`src/rtl/clkrst_pkg.sv`:
```
package clkrst_pkg;
  typedef enum logic [1:0] {
    MODE_RUN  = 2'd0,
    MODE_IDLE = 2'd1,
    MODE_WAKE = 2'd2
  } cpu_mode_e;
endpackage

```
`src/rtl/clk_phase_gen.sv`:
```
module clk_phase_gen #(
  parameter int STATES = 6
) (
  input  logic clk,
  input  logic por_n,
  output logic phase,
  output logic mc_stb
);
  localparam int SW = (STATES > 1) ? $clog2(STATES) : 1;
  localparam logic [SW-1:0] LAST = SW'(STATES - 1);

  logic          p_q;
  logic [SW-1:0] st_q;

  always_ff @(posedge clk or negedge por_n) begin
    if (!por_n) begin
      p_q  <= 1'b0;
      st_q <= '0;
    end else begin
      p_q <= ~p_q;
      if (p_q) st_q <= (st_q == LAST) ? '0 : st_q + 1'b1;
    end
  end

  assign phase  = p_q;
  assign mc_stb = p_q && (st_q == LAST);

  p_phase_toggles_r1: assert property (@(posedge clk) disable iff (!por_n)
    phase |=> !phase);
  p_phase_rises_r1: assert property (@(posedge clk) disable iff (!por_n)
    !phase |=> phase);
  p_mc_on_phase_r2: assert property (@(posedge clk) disable iff (!por_n)
    mc_stb |-> phase);
  p_mc_single_r2: assert property (@(posedge clk) disable iff (!por_n)
    mc_stb |=> !mc_stb);
endmodule

```
`src/rtl/rst_qualifier.sv`:
```
module rst_qualifier #(
  parameter int SYNC = 2,
  parameter int QUAL = 2
) (
  input  logic clk,
  input  logic por_n,
  input  logic rst_pin,
  input  logic mc_stb,
  output logic int_rst,
  output logic rst_fire
);
  localparam int QW = $clog2(QUAL + 1);
  localparam logic [QW-1:0] QMAX = QW'(QUAL);

  logic [SYNC-1:0] sync_q;
  logic            sync_hi;
  logic [QW-1:0]   qcnt_q;
  logic            irst_q;

  always_ff @(posedge clk or negedge por_n) begin
    if (!por_n) sync_q <= '0;
    else        sync_q <= {sync_q[SYNC-2:0], rst_pin};
  end
  assign sync_hi = sync_q[SYNC-1];

  // count boundaries crossed with the pin high; the first one only arms
  always_ff @(posedge clk or negedge por_n) begin
    if (!por_n)                       qcnt_q <= '0;
    else if (!sync_hi)                qcnt_q <= '0;
    else if (mc_stb && qcnt_q != QMAX) qcnt_q <= qcnt_q + 1'b1;
  end

  assign rst_fire = mc_stb && sync_hi && (qcnt_q == QMAX);

  always_ff @(posedge clk or negedge por_n) begin
    if (!por_n)                   irst_q <= 1'b0;
    else if (rst_fire)            irst_q <= 1'b1;
    else if (mc_stb && !sync_hi)  irst_q <= 1'b0;
  end
  assign int_rst = irst_q;

  p_rst_needs_pin_r3: assert property (@(posedge clk) disable iff (!por_n)
    $rose(int_rst) |-> $past(sync_hi) && $past(mc_stb));
  p_short_pulse_r4: assert property (@(posedge clk) disable iff (!por_n)
    (!sync_hi && !int_rst) |=> !int_rst);
  p_rst_release_r5: assert property (@(posedge clk) disable iff (!por_n)
    $fell(int_rst) |-> $past(mc_stb) && !$past(sync_hi));
endmodule

```
`src/rtl/idle_ctl.sv`:
```
module idle_ctl
  import clkrst_pkg::*;
#(
  parameter int IRQ_W = 4
) (
  input  logic             clk,
  input  logic             por_n,
  input  logic             phase,
  input  logic             mc_stb,
  input  logic             int_rst,
  input  logic             rst_fire,
  input  logic             idle_req,
  input  logic [IRQ_W-1:0] irq_pend,
  output logic             cpu_ce,
  output logic             per_ce
);
  cpu_mode_e mode_q;
  logic      any_irq;

  assign any_irq = |irq_pend;

  always_ff @(posedge clk or negedge por_n) begin
    if (!por_n) mode_q <= MODE_RUN;
    else if (int_rst || rst_fire) mode_q <= MODE_RUN;
    else begin
      unique case (mode_q)
        MODE_RUN:  if (idle_req) mode_q <= MODE_IDLE;
        MODE_IDLE: if (any_irq)  mode_q <= mc_stb ? MODE_RUN : MODE_WAKE;
        MODE_WAKE: if (mc_stb)   mode_q <= MODE_RUN;
        default:                 mode_q <= MODE_RUN;
      endcase
    end
  end

  assign cpu_ce = phase && (mode_q == MODE_RUN);
  assign per_ce = phase;

  p_cpu_gated_r6: assert property (@(posedge clk) disable iff (!por_n)
    (mode_q != MODE_RUN) |-> !cpu_ce);
  p_idle_blocked_r7: assert property (@(posedge clk) disable iff (!por_n)
    int_rst |=> mode_q == MODE_RUN);
  p_wake_on_boundary_r8: assert property (@(posedge clk) disable iff (!por_n)
    (mode_q == MODE_RUN && $past(mode_q != MODE_RUN) && !$past(int_rst) && !$past(rst_fire))
      |-> $past(mc_stb));
  p_rst_clears_idle_r9: assert property (@(posedge clk) disable iff (!por_n)
    int_rst |-> mode_q == MODE_RUN);
  p_idle_no_rst_r9: assert property (@(posedge clk) disable iff (!por_n)
    (mode_q == MODE_RUN && idle_req && !int_rst && !rst_fire) |=> !int_rst);
endmodule

```
`src/rtl/clk_reset_idle_ctl.sv`:
```
module clk_reset_idle_ctl #(
  parameter int STATES = 6,
  parameter int SYNC   = 2,
  parameter int QUAL   = 2,
  parameter int IRQ_W  = 4
) (
  input  logic             clk_osc,
  input  logic             por_n,
  input  logic             rst_pin,
  input  logic             idle_req,
  input  logic [IRQ_W-1:0] irq_pend,
  output logic             phase_o,
  output logic             mc_stb_o,
  output logic             int_rst_o,
  output logic             cpu_ce_o,
  output logic             per_ce_o
);
  logic phase, mc_stb, int_rst, rst_fire;

  clk_phase_gen #(.STATES(STATES)) u_phase (
    .clk(clk_osc), .por_n(por_n), .phase(phase), .mc_stb(mc_stb)
  );

  rst_qualifier #(.SYNC(SYNC), .QUAL(QUAL)) u_rstq (
    .clk(clk_osc), .por_n(por_n), .rst_pin(rst_pin), .mc_stb(mc_stb),
    .int_rst(int_rst), .rst_fire(rst_fire)
  );

  idle_ctl #(.IRQ_W(IRQ_W)) u_idle (
    .clk(clk_osc), .por_n(por_n), .phase(phase), .mc_stb(mc_stb),
    .int_rst(int_rst), .rst_fire(rst_fire), .idle_req(idle_req),
    .irq_pend(irq_pend), .cpu_ce(cpu_ce_o), .per_ce(per_ce_o)
  );

  assign phase_o   = phase;
  assign mc_stb_o  = mc_stb;
  assign int_rst_o = int_rst;

  p_no_rst_at_por_r11: assert property (@(posedge clk_osc) disable iff (!por_n)
    $rose(por_n) |-> !int_rst_o);
endmodule

```
`config.mk`:
```
export PLATFORM = sky130hd
export DESIGN_NAME = clk_reset_idle_ctl
export DESIGN_NICKNAME = d
export VERILOG_FILES = /design/src/rtl/clkrst_pkg.sv /design/src/rtl/clk_phase_gen.sv /design/src/rtl/rst_qualifier.sv /design/src/rtl/idle_ctl.sv /design/src/rtl/clk_reset_idle_ctl.sv
export SDC_FILE = /design/constraint.sdc
export NUM_CORES = 1
export LEC_CHECK = 0
export ABC_CLOCK_PERIOD_IN_PS = 2290
export BUFFER_PORTS_ARGS = -buffer_cell sky130_fd_sc_hd__buf_2
export CORE_AREA = 2 2 39 41
export CTS_CLUSTER_DIAMETER = 80
export DETAILED_ROUTE_END_ITERATION = 12
export DIE_AREA = 0 0 41 43
export GPL_ROUTABILITY_DRIVEN = 0
export SLEW_MARGIN = 20
export SYNTH_ARGS = -nofsm -noshare
export SYNTH_HDL_FRONTEND = slang
export SYNTH_HIERARCHICAL = 1
export SYNTH_SLANG_ARGS = --single-unit
```
`constraint.sdc`:
```
create_clock -name clk_osc -period 2.29 [get_ports clk_osc]
set_clock_uncertainty 0.15 [all_clocks]
set_input_delay 0.458 -clock clk_osc [delete_from_list [all_inputs] [get_ports clk_osc]]
set_output_delay 0.458 -clock clk_osc [all_outputs]
set_load 0.005 [all_outputs]
```
==> impl_metrics.py <==
metrics = {
    "yosys": {
        "synth_top_area_cell": "dfrtp_1",
        "yosysMostFrequentCell": "dfrtp_1",
        "yosys_warnings": 6,
        "netlist_instances": 41,
        "synth_commonest_cells": "11 x dfrtp_1, 4 x inv_1",
        "seq_area_frac_synth": 0.547,
        "ys_ff_latch": 11,
        "synth_fp_nets": 50,
        "syn_area_um2": 503,
        "syn_area_per_cell_um2": 12.3,
        "synthDominantCellAreaShare": 0.547,
        "synthDistinctLibCells": 24,
        "synth-edff-count": 0,
        "synth_area_leaders": "dfrtp_1 55%, mux2_2 4.5%, inv_1 3.0%",
        "async_reset_ff_frac": 1.00,
        "synth_flop_cell": "dfrtp_1",
    },
    "floorplanning": {
        "start_util": 0.363,
        "die_h_um": 43,
        "num_rows": 14,
        "die-area_um2": 1760,
        "ios": 13,
        "die_w_um": 41,
        "coreArea_um2": 1380,
    },
    "layout": {
        "final_cells": 74,
        "nFillCells": 136,
        "drive_above_1_share": 0.379,
        "final_nets": 68,
        "antennaDiodeCount": 0,
        "syn2layout_area_growth_pct": 23.1,
    },
    "clocking": {
        "cts_tree": "yes",
        "cts_sinks": 11,
        "cts-root-buf": "clkbuf_4",
        "h-tree-depth": 1,
        "cts_buffers": 3,
        "cts_resized": 0,
        "clk_pin_slew_worst_paths_ps": 70,
        "clock_path_buffers": 2,
        "worst_skew_pair.late_latency_ps": 260,
    },
    "sta": {
        "post-route-period-util": 0.815,
        "setup_viol": 0,
        "hold_viol_final": 0,
        "hold_ws_ps": 145,
        "min_period_ps": 1870,
        "slew_headroom": 0.792,
        "fin_tns_setup_ps": 0,
        "setup_slack_ps": 424,
        "worst_pin_slew_ps": 310,
        "rsz0062_at_grt": "no",
        "slew_violations": 0,
        "max_freq_mhz": 536,
    },
    "global_routing": {
        "antenna_found_initial": 0,
        "met3_usage": 0.0209,
        "grt_max_degree": 12,
        "grt_pass1_vias": 362,
        "grt_use_total": 0.126,
        "gr-total-overflow": 0,
        "met2_usage": 0.166,
        "met1_usage": 0.187,
        "top_usage_layer": "met1",
        "grt_first_pass_wirelength_um": 1480,
    },
    "setup_path": {
        "critical_path_required_ps": 1680,
        "cp_slowest_cell": "dfrtp_1",
        "critPathMaxStageDelay_ps": 430,
        "start_kind": "register",
        "worstPathArrival_ps": 1260,
        "crit_chain": "nand2_2 > nor3b_1 > buf_4 > buf_2",
        "criticalPathCategory": "reg2out",
        "critPathMaxFanout": 7,
        "end_kind": "output pin",
    },
    "pwr": {
        "leakage_nw": 0.320,
        "total_power_uw": 406,
        "irDropWorstVdd_v": 0.000333,
        "cellPowerDensity_nw_per_um2": 655,
    },
    "routing": {
        "drt-pass1-iter-count": 4,
        "vias": 351,
        "drtIter0Drc": 2,
        "wirelength_um": 782,
        "vias_per_cell": 4.74,
        "wl_per_cell_um": 10.6,
        "remaining_drc_errors": 0,
        "antenna_left": 0,
    },
    "min_path": {
        "hold_path.class": "in2reg",
    },
    "run": {
        "cap_violations": 0,
    },
    "place": {
        "io_buffers": 12,
        "dpl.cell_count": 69,
        "place_ws_ps": 583,
    },
    "outcome": {
        "status": "finished, final reports clean",
    },
}
## final cells by class
cell class,instances,area [um2],area share
sequential,11,275,0.444
multi-input combinational,25,205,0.331
timing repair buffer,14,77.6,0.125
clock buffer,4,26.3,0.0424
tap,16,20.0,0.0323
inverter,4,15.0,0.0242
## sequential cells by signal, summed over array words and instances (netlist names)
register	count
u_rstq/qcnt_q	2
u_rstq/int_rst	1
u_phase/st_q	3
u_rstq/sync_q	2
u_idle/mode_q	2
u_phase/phase	1
## layout by cell type, fill, tap and decap left out, drive strengths merged
cell         Yosys  routed
a211oi           1       1
a21oi            2       2
a22o             1       1
a31o             1       1
and2b            1       1
and3             1       1
and4bb           1       1
buf              1      13
clkbuf           0       4
dfrtp           11      11
dlygate4sd3      0       1
ha               1       1
inv              4       4
mux2             2       2
mux2i            1       1
nand2            2       2
nand2b           2       2
nor2             1       1
nor3b            2       2
nor4             2       2
nor4b            1       1
or3              1       1
xnor2            1       1
xor2             1       1
## worst paths after layout
path,from,end,slack [ps],depth (start not counted)
max in group asynchronous,por_n,u_idle/mode_q[0]$_DFFE_PN0P_,1330,2
max,u_phase/phase$_DFF_PN0_,mc_stb_o,420,4
min,rst_pin,u_rstq/sync_q[0]$_DFF_PN0_,140,1
min reg2reg,u_rstq/sync_q[0]$_DFF_PN0_,u_rstq/sync_q[1]$_DFF_PN0_,210,0
max reg2reg,u_phase/phase$_DFF_PN0_,u_idle/mode_q[1]$_DFFE_PN0P_,580,6
min in group asynchronous,por_n,u_rstq/qcnt_q[0]$_DFFE_PN0P_,450,2
## cell families after synthesis
group / Yosys count / synth area share
buffers and inverters: 5 / 0.0448
AOI/OAI and AO/OA: 5 / 0.0796
adders and majority gates: 1 / 0.0249
and+or+nand+nor: 14 / 0.204
DFF: 11 / 0.547
xor gates and xnor gates: 2 / 0.0348
muxes: 3 / 0.0647
## report_power, final
part	internal, mW	total, mW	leakage [nW]	switching [mW]
Clock	0.0673	0.128	0.0150	0.0604
Sequential	0.206	0.221	0.141	0.0145
Combinational	0.0335	0.0570	0.164	0.0236
## per-stage QoR
stage	utilization	cell area (um2)
after floorplan	-	503
after global placement	0.421	583
after detailed placement	0.421	583
after CTS	0.448	619
after global routing	0.448	619
final	0.448	619
## worst max-delay path, delay by kind of cell, from the launching register on
family,cells,cell delay (ps)
flip-flops,1,430
AND/OR/NAND/NOR,2,290
buffers and inverters,2,280
## per-layer routing
metal	vias up	part of all wire
li1	178	-
met1	166	0.46
met2	7	0.48
met3	0	0.059
met4	0	0
met5	-	0
## repair_timing
| item | 4_1_cts | 5_1_grt |
|---|---|---|
| hold endpoints to repair | 11 | 0 |
| setup buffers | 0 | 0 |
| hold buffers | 1 | 0 |
Power figures use the tool's default switching activity.
